<file path="src/rtl/i2cCmdRegPkg.sv">
package i2cCmdRegPkg;
  localparam int BYTE_W = 8;
  localparam int REG_AW = 7;
  localparam int CNT_W  = $clog2(BYTE_W + 1);

  typedef enum logic [2:0] {ST_IDLE, ST_RX, ST_ACK, ST_TX, ST_MACK} phase_t;
  typedef enum logic [1:0] {K_ADDR, K_CMD, K_WDATA} rxKind_t;
  typedef enum logic [1:0] {N_IDLE, N_RX_CMD, N_RX_WDATA, N_TX} after_t;

  typedef struct packed {
    logic ptrLoad;
    logic ptrInc;
    logic rxShift;
    logic txLoad;
    logic txShift;
    logic cntClear;
  } ctlStrobes_t;

  typedef struct packed {
    logic sclRise;
    logic sclFall;
    logic startSeen;
    logic stopSeen;
    logic timedOut;
  } busEvents_t;
endpackage

</file>
<file path="src/rtl/i2cCmdRegDatapath.sv">
module i2cCmdRegDatapath
  import i2cCmdRegPkg::*;
#(
  parameter int SYNC_LEN = 2,
  parameter int FILT_LEN = 3,
  parameter int TO_W     = 16
) (
  input  logic              clk,
  input  logic              rstN,
  input  logic              sclIn,
  input  logic              sdaIn,
  input  logic [TO_W-1:0]   timeoutCycles,
  input  ctlStrobes_t       ctl,
  input  logic [BYTE_W-1:0] regRdData,
  output busEvents_t        ev,
  output logic [BYTE_W-1:0] rxByte,
  output logic              txBit,
  output logic [CNT_W-1:0]  bitCnt,
  output logic [REG_AW-1:0] ptr,
  output logic              sdaLevel
);
  logic [1:0] rawIn, lineF, lineP;
  assign rawIn = {sclIn, sdaIn};

  // index 1 = SCL, index 0 = SDA
  for (genvar g = 0; g < 2; g++) begin : gLine
    logic [SYNC_LEN-1:0] syncQ;
    logic [FILT_LEN-1:0] histQ;
    logic fQ, pQ;
    always_ff @(posedge clk or negedge rstN) begin
      if (!rstN) begin
        syncQ <= '1;
        histQ <= '1;
        fQ    <= 1'b1;
        pQ    <= 1'b1;
      end else begin
        syncQ <= {syncQ[SYNC_LEN-2:0], rawIn[g]};
        histQ <= {histQ[FILT_LEN-2:0], syncQ[SYNC_LEN-1]};
        if (&histQ)       fQ <= 1'b1;
        else if (~|histQ) fQ <= 1'b0;
        pQ <= fQ;
      end
    end
    assign lineF[g] = fQ;
    assign lineP[g] = pQ;
  end

  logic sclF, sdaF, sclP, sdaP;
  assign sclF = lineF[1];
  assign sdaF = lineF[0];
  assign sclP = lineP[1];
  assign sdaP = lineP[0];
  assign sdaLevel = sdaF;

  logic [TO_W-1:0] toCnt;
  logic [BYTE_W-1:0] txReg;

  assign ev.sclRise   = sclF & ~sclP;
  assign ev.sclFall   = ~sclF & sclP;
  assign ev.startSeen = sclF & sclP & sdaP & ~sdaF;
  assign ev.stopSeen  = sclF & sclP & ~sdaP & sdaF;
  assign ev.timedOut  = (timeoutCycles != '0) && (toCnt >= timeoutCycles);
  assign txBit = txReg[BYTE_W-1];

  always_ff @(posedge clk or negedge rstN) begin
    if (!rstN) begin
      toCnt  <= '0;
      rxByte <= '0;
      txReg  <= '1;
      bitCnt <= '0;
      ptr    <= '0;
    end else begin
      if (ev.sclRise || ev.sclFall || (sclF && sdaF)) toCnt <= '0;
      else if (toCnt != '1)                           toCnt <= toCnt + 1'b1;

      if (ctl.cntClear) bitCnt <= '0;
      if (ctl.rxShift) begin
        rxByte <= {rxByte[BYTE_W-2:0], sdaF};
        bitCnt <= bitCnt + 1'b1;
      end
      if (ctl.txLoad) begin
        txReg  <= regRdData;
        bitCnt <= '0;
      end
      if (ctl.txShift) begin
        txReg  <= {txReg[BYTE_W-2:0], 1'b1};
        bitCnt <= bitCnt + 1'b1;
      end

      if (ctl.ptrLoad)     ptr <= rxByte[REG_AW-1:0];
      else if (ctl.ptrInc) ptr <= ptr + 1'b1;
    end
  end
endmodule

</file>
<file path="src/rtl/i2cCmdRegControl.sv">
module i2cCmdRegControl
  import i2cCmdRegPkg::*;
#(
  parameter logic [REG_AW-1:0] TARGET_ADDR = 7'h55
) (
  input  logic              clk,
  input  logic              rstN,
  input  busEvents_t        ev,
  input  logic [BYTE_W-1:0] rxByte,
  input  logic [CNT_W-1:0]  bitCnt,
  input  logic              txBit,
  input  logic              sdaLevel,
  input  logic              regReadOnly,
  output ctlStrobes_t       ctl,
  output logic              wrStrobe,
  output logic              sdaPullLow
);
  localparam logic [CNT_W-1:0] FULL    = CNT_W'(BYTE_W);
  localparam logic [CNT_W-1:0] LAST_TX = CNT_W'(BYTE_W - 1);

  phase_t  phase, phaseN;
  rxKind_t kind, kindN;
  after_t  after, afterN;
  logic    ackDrive, ackN, firstData, firstN, mAck, mAckN;

  always_comb begin
    phaseN = phase; kindN = kind; afterN = after;
    ackN = ackDrive; firstN = firstData; mAckN = mAck;
    ctl = '0;
    wrStrobe = 1'b0;
    if (ev.timedOut || ev.stopSeen) begin
      phaseN = ST_IDLE;
    end else if (ev.startSeen) begin
      phaseN = ST_RX;
      kindN = K_ADDR;
      ctl.cntClear = 1'b1;
    end else begin
      case (phase)
        ST_RX: begin
          if (ev.sclRise && bitCnt < FULL) begin
            ctl.rxShift = 1'b1;
          end else if (ev.sclFall && bitCnt == FULL) begin
            phaseN = ST_ACK;
            case (kind)
              K_ADDR: begin
                ackN   = (rxByte[BYTE_W-1:1] == TARGET_ADDR);
                afterN = !ackN ? N_IDLE : (rxByte[0] ? N_TX : N_RX_CMD);
              end
              K_CMD: begin
                ackN   = !rxByte[BYTE_W-1];
                afterN = ackN ? N_RX_WDATA : N_IDLE;
                firstN = 1'b1;
                ctl.ptrLoad = ackN;
              end
              default: begin
                ackN       = firstData && !regReadOnly;
                wrStrobe   = ackN;
                ctl.ptrInc = ackN;
                firstN     = 1'b0;
                afterN     = N_RX_WDATA;
              end
            endcase
          end
        end
        ST_ACK: begin
          if (ev.sclFall) begin
            case (after)
              N_RX_CMD:   begin phaseN = ST_RX; kindN = K_CMD;   ctl.cntClear = 1'b1; end
              N_RX_WDATA: begin phaseN = ST_RX; kindN = K_WDATA; ctl.cntClear = 1'b1; end
              N_TX:       begin phaseN = ST_TX; ctl.txLoad = 1'b1; end
              default:    phaseN = ST_IDLE;
            endcase
          end
        end
        ST_TX: begin
          if (ev.sclFall) begin
            if (bitCnt == LAST_TX) phaseN = ST_MACK;
            else                   ctl.txShift = 1'b1;
          end
        end
        ST_MACK: begin
          if (ev.sclRise) begin
            mAckN = !sdaLevel;
            ctl.ptrInc = !sdaLevel;
          end else if (ev.sclFall) begin
            if (mAck) begin phaseN = ST_TX; ctl.txLoad = 1'b1; end
            else          phaseN = ST_IDLE;
          end
        end
        default: ;
      endcase
    end
  end

  always_ff @(posedge clk or negedge rstN) begin
    if (!rstN) begin
      phase <= ST_IDLE; kind <= K_ADDR; after <= N_IDLE;
      ackDrive <= 1'b0; firstData <= 1'b0; mAck <= 1'b0;
    end else begin
      phase <= phaseN; kind <= kindN; after <= afterN;
      ackDrive <= ackN; firstData <= firstN; mAck <= mAckN;
    end
  end

  assign sdaPullLow = ((phase == ST_ACK) && ackDrive) || ((phase == ST_TX) && !txBit);
endmodule

</file>
<file path="src/rtl/i2cCmdRegTarget.sv">
module i2cCmdRegTarget
  import i2cCmdRegPkg::*;
#(
  parameter logic [REG_AW-1:0] TARGET_ADDR = 7'h55,
  parameter int SYNC_LEN = 2,
  parameter int FILT_LEN = 3,
  parameter int TO_W     = 16
) (
  input  logic              clk,
  input  logic              rstN,
  input  logic              sclIn,
  input  logic              sdaIn,
  output logic              sdaPullLow,
  input  logic [TO_W-1:0]   timeoutCycles,
  output logic [REG_AW-1:0] regAddr,
  output logic              regWrEn,
  output logic [BYTE_W-1:0] regWrData,
  input  logic [BYTE_W-1:0] regRdData,
  input  logic              regReadOnly
);
  ctlStrobes_t ctl;
  busEvents_t  ev;
  logic [BYTE_W-1:0] rxByte;
  logic [CNT_W-1:0]  bitCnt;
  logic txBit, sdaLevel;

  i2cCmdRegDatapath #(.SYNC_LEN(SYNC_LEN), .FILT_LEN(FILT_LEN), .TO_W(TO_W)) dp (
    .clk(clk), .rstN(rstN), .sclIn(sclIn), .sdaIn(sdaIn),
    .timeoutCycles(timeoutCycles), .ctl(ctl), .regRdData(regRdData),
    .ev(ev), .rxByte(rxByte), .txBit(txBit), .bitCnt(bitCnt),
    .ptr(regAddr), .sdaLevel(sdaLevel)
  );

  i2cCmdRegControl #(.TARGET_ADDR(TARGET_ADDR)) ctrl (
    .clk(clk), .rstN(rstN), .ev(ev), .rxByte(rxByte), .bitCnt(bitCnt),
    .txBit(txBit), .sdaLevel(sdaLevel), .regReadOnly(regReadOnly),
    .ctl(ctl), .wrStrobe(regWrEn), .sdaPullLow(sdaPullLow)
  );

  assign regWrData = rxByte;
endmodule

</file>
<file path="config.mk">
export PLATFORM = sky130hd
export DESIGN_NAME = i2cCmdRegTarget
export DESIGN_NICKNAME = d
export VERILOG_FILES = /design/src/rtl/i2cCmdRegPkg.sv /design/src/rtl/i2cCmdRegDatapath.sv /design/src/rtl/i2cCmdRegControl.sv /design/src/rtl/i2cCmdRegTarget.sv
export SDC_FILE = /design/constraint.sdc
export NUM_CORES = 1
export LEC_CHECK = 0
export ABC_AREA = 1
export BUFFER_PORTS_ARGS = -buffer_cell sky130_fd_sc_hd__buf_4
export CORE_UTILIZATION = 45
export CTS_CLUSTER_SIZE = 10
export DETAILED_ROUTE_END_ITERATION = 8
export PLACE_DENSITY = 0.65
export SYNTH_ARGS = -nofsm -noshare
export SYNTH_HDL_FRONTEND = slang
export SYNTH_HIERARCHICAL = 1
export SYNTH_SLANG_ARGS = --single-unit
</file>
<file path="constraint.sdc">
create_clock -name clk -period 6.35 [get_ports clk]
set_clock_uncertainty 0.15 [all_clocks]
set_input_delay 0.3175 -clock clk [delete_from_list [all_inputs] [get_ports clk]]
set_output_delay 0.3175 -clock clk [all_outputs]
set_load 0.03 [all_outputs]
</file>
# == Word-level counts from Yosys, hierarchy flattened ==
# Cells that the tools add are included.
# totals
ff_bits,67
in_bits,29
wordCells,161
# classes
bitwise_logic,15
addsub,3
n_eq_ne,21
n_mux,65
magnitude_cmp,2
n_reduce_logical,36
# ops
op,n
two-way mux 16 bit,2
two-way mux 1 bit,27
two-way mux 3 bit,9
"!= test 4 x 1 -> 1 bit, second input constant",5
two-way mux 2 bit,9
"adder 16 x 1 -> 16 bit, second input constant",1
>= comparator 16 bit,1
two-way mux 4 bit,4
two-way mux 8 bit,2
"!= test 16 bit, second input constant",1
nonzero test 16 bit,1
two-way mux 7 bit,2
case mux 2 bit (2 select lines),3
case mux 3 bit (4 select lines),1
nonzero test 2 bit,5
inverter 1 bit,8
case mux 1 bit (2 select lines),4
AND reduction 4 bit,2
AND reduction 8 bit,1
"adder 7 x 1 -> 7 bit, second input constant",1
AND 1 bit,7
"equality test 7 bit, second input constant",1
logical AND 1 bit,7
"equality test 3 x 2 -> 1 bit, second input constant",2
other kinds (24),36

# == Depth between registers and ports, before layout ==
# depth
word_depth,12
depth_mapped,21

# == Hierarchy ==
# The synthesis kept the hierarchy.
# modules_own_cells
module,instances,area_per_inst_um2,cells_per_inst
i2cCmdRegDatapath,1,3090.5,355
i2cCmdRegControl,1,1023.5,165

# == Worst setup path before layout ==
# No wires, ideal clock.
# synth_timing
path_type,reg-to-reg
from,reg dp.toCnt[7]
to,reg dp.bitCnt[1]
arrival_ns,2.355
path_slack_ns,3.724
stages_incl_launch_ff,18
setup_time_ns,0.122
path_buffers,0
cell_sequence,dfrtp_1 -> ha_1 -> nand2_1 -> inv_1 -> nor2_1 -> o21a_1 -> nand2_1 -> nand2_1 -> a21oi_1 -> nor2_4 -> nand2_2 -> inv_2 -> nand4_1 -> a21oi_1 -> inv_1 -> a21oi_1 -> inv_1 -> a32o_1
# synth_lines
element,line,text
"start, declared",i2cCmdRegDatapath.sv:55,logic [TO_W-1:0] toCnt;
"start signal, assigned",i2cCmdRegDatapath.sv:74,else if (toCnt != '1) toCnt <= toCnt + 1'b1;
"end signal, assigned",i2cCmdRegDatapath.sv:79,bitCnt <= bitCnt + 1'b1;
"end signal, assigned",i2cCmdRegDatapath.sv:87,bitCnt <= bitCnt + 1'b1;
"end, declared",i2cCmdRegDatapath.sv:18,"output logic [CNT_W-1:0] bitCnt,"

==> results.json <==
{
  "status": "complete, but fails checks",
  "violations": "design-rule violations",
  "clock.fmax_mhz": 281,
  "std_cell_rows": 34,
  "final_common_cell": "nand2_1",
  "worstMarginPinSlew_ps": 908,
  "critPathRequiredTime_ps": 6440,
  "timing_hold_violations_final": 0,
  "cp_top_family": "simple AND/OR/NAND/NOR gates",
  "power_density_nw_per_um2": 297,
  "yosys_warnings": 6,
  "avgViaCountPerCell": 5.19,
  "final.period_utilization": 0.560,
  "ant_nets": 0,
  "worstHoldPathCells": 3,
  "grt_pass1_wl_um": 15600,
  "die_x_um": 97.6,
  "clock_latency_ps": 340,
  "leakagePower_nw": 2.47,
  "routed_wl_um": 8750,
  "core_um2": 8810,
  "antenna_cells": 0,
  "final_cell_mix": "115 x nand2_1, 78 x inv_1, 45 x nor2_1, 45 x dfrtp_1, 45 x buf_4",
  "setup.worst_path.class": "flop to flop",
  "grt_setup_unrepaired": "false",
  "dp_hpwl_um": 6640,
  "syn_nets": 575,
  "synth-edff-count": 0,
  "synth_ff_type": "dfrtp_1",
  "io_pins": 46,
  "cp_num_cells": 17,
  "syn_avg_cell_area_um2": 7.91,
  "start_kind": "flop",
  "slew_viol_final": 0,
  "drcViolationCount": 8,
  "start_util": 0.467,
  "crit_buf_inv": 1,
  "relSlewSlack": 0.392,
  "path_common_cell": "nand2_1",
  "worstPathMaxFanout": 16,
  "port_buffers": 45,
  "reg2reg_from": "dp/toCnt[0]",
  "multi_input_area_um2": 2060,
  "synth_cell_types": 44,
  "grt.overflow.total": 0,
  "crit_chain": "inv_1, ha_1, nand2_1, nand3_1, nand2_1, nand2_1, nand2_1, nand2_1, nand2_1, a21oi_1, nor2_4, nand2_2, nor2_1, nand2_1, nor2_1, nor2_1, a221oi_1",
  "ff_latch_area_um2": 1700,
  "ys_seq_area_frac": 0.414,
  "tns_ps": 0,
  "num_vias": 3556,
  "worst-r2r-cell-count": 17,
  "die_h_um": 97.6,
  "root_buffer": "clkbuf_8",
  "cts.htree.levels": 3,
  "netlist_area_um2": 4110,
  "antenna_found_initial": 0,
  "drive_above_1_share": 0.210,
  "cts_tree": "built",
  "fillers": 819,
  "hp-class": "primary input to flop",
  "clkSlewWorstSetupHoldPaths_ps": 80,
  "dieArea_um2": 9530,
  "wire_per_inst_um": 12.8,
  "finalSetupViolations": 0,
  "crit_arrival_ps": 3650,
  "dr.pass1.iters": 6,
  "grt_pass1_vias": 3483,
  "cts_made_buffers": 9,
  "holdPathEnd": "dp/txReg[6]",
  "cpPeakStageDelay_ps": 700,
  "area_growth_syn_to_layout_pct": 16.2,
  "min_from": "regRdData[6]",
  "rrSetupSlack_ps": 2790,
  "grt_start_max_net_pins": 68,
  "cap_violations": 0,
  "postCtsSetupBuffers": 0,
  "slowest_stage": "nor2_1",
  "endpoint_kind": "flop",
  "ys_async_sr_fraction": 1.00,
  "cts_resized": 0,
  "place.gp.congestion": 0.892,
  "cts_sinks": 67,
  "grt_use_total": 0.203,
  "clockBufferDepth": 2,
  "nets": 627,
  "synth_seq_cells": 67,
  "power_mw": 1.42,
  "ir_drop_uv": 194,
  "initialDrtViolationCount": 193,
  "fin_crit_ps": 3560,
  "r2r_end": "dp/txReg[4]",
  "netlist_instances": 520
}
==> what timing repair did <==
action	4_1_cts	5_1_grt
hold buffers	3	0
endpoints found under the hold margin	47	0
endpoints found under the setup margin	0	0
==> worst max path at each step <==
stage	end	start	slack [ps]
global placement	dp/bitCnt[1]	timeoutCycles[1]	2890
finish	dp/txReg[4]	dp/toCnt[0]	2790
detailed placement	dp/txReg[4]	timeoutCycles[7]	2780
floorplan	dp/bitCnt[1]	dp/toCnt[7]	3720
CTS	dp/txReg[4]	dp/toCnt[0]	2780
global route	dp/txReg[5]	dp/toCnt[0]	2320
==> cell usage after synthesis (2+ instances only) <==
library cell	instances	area, µm²
dfstp_2	22	578
nand3_1	39	195
o21ai_2	4	35.0
o221ai_1	2	17.5
inv_2	5	18.8
buf_2	4	20.0
nor2_4	3	33.8
a21oi_1	17	85.1
ha_1	26	325
a221oi_1	5	43.8
nor2_2	5	31.3
clkbuf_1	2	7.51
xnor2_1	3	26.3
xor2_1	6	52.6
a22oi_1	2	15.0
nor2_1	45	169
o211ai_1	2	15.0
nor3_4	2	32.5
nor4_1	5	31.3
a31oi_1	3	18.8
nand4_1	7	43.8
o21ai_0	26	130
dfrtp_1	45	1130
inv_1	78	293
nand2_2	10	62.6
nand2_1	115	432
nor3_1	17	85.1
nand3_2	4	40.0
==> state kept, by name, indices dropped and copies added, names as in the netlist <==
register	flops
ctrl/firstData	1
dp/sdaLevel	1
ctrl/mAck	1
ctrl/kind	2
ctrl/after	2
ctrl/ackDrive	1
dp/toCnt	16
dp/ptr	7
dp/gLine.histQ	6
dp/gLine.fQ	1
ctrl/phase	3
dp/gLine.pQ	2
dp/rxByte	8
dp/bitCnt	4
dp/txReg	8
dp/gLine.syncQ	4
==> power by group <==
part	total [mW]	internal [mW]	switching, mW	leakage [nW]
clock network	0.355	0.184	0.171	0.0998
registers	0.598	0.506	0.0919	0.826
logic	0.466	0.172	0.294	1.55
==> metrics by stage <==
step	area, µm²	utilization	setup slack [ps]	cells	hold slack [ps]
floorplan	4110	-	3720	520	-128
global placement	4550	0.516	2890	666	196
detailed placement	4550	0.516	2780	666	198
CTS	4780	0.543	2780	685	34.7
global route	4780	0.543	2320	685	73.8
finish	4780	0.543	2790	685	45.0
==> cell type report <==
cell class,instances,share of cell area
clock buffers,9,0.0259
clock inverters,7,0.0162
inverters,84,0.0660
multi-input cells,362,0.430
flip-flops and latches,67,0.357
well taps,108,0.0283
repair buffers,48,0.0770
==> worst min-delay path, cell delays in order <==
cell and delay [ps]:
buf_4 70, o21ai_0 60, nand2_1 50
==> kinds of logic after synthesis <==
family                   share of synthesized area
buffers and inverters                       0.0861
flip-flops                                   0.414
XOR/XNOR                                    0.0192
adder cells (fa/ha/maj)                     0.0791
AO/OA/AOI/OAI                                0.101
multiplexers                               0.00243
AND/OR/NAND/NOR                              0.298
==> layer usage <==
| metal | track usage | share of wire |
|---|---|---|
| met5 | 0 | 0 |
| met4 | 0.0676 | 0.014 |
| met3 | 0.0403 | 0.045 |
| met2 | 0.339 | 0.47 |
| met1 | 0.263 | 0.47 |
Note: power is estimated with default switching activity, not from simulation.
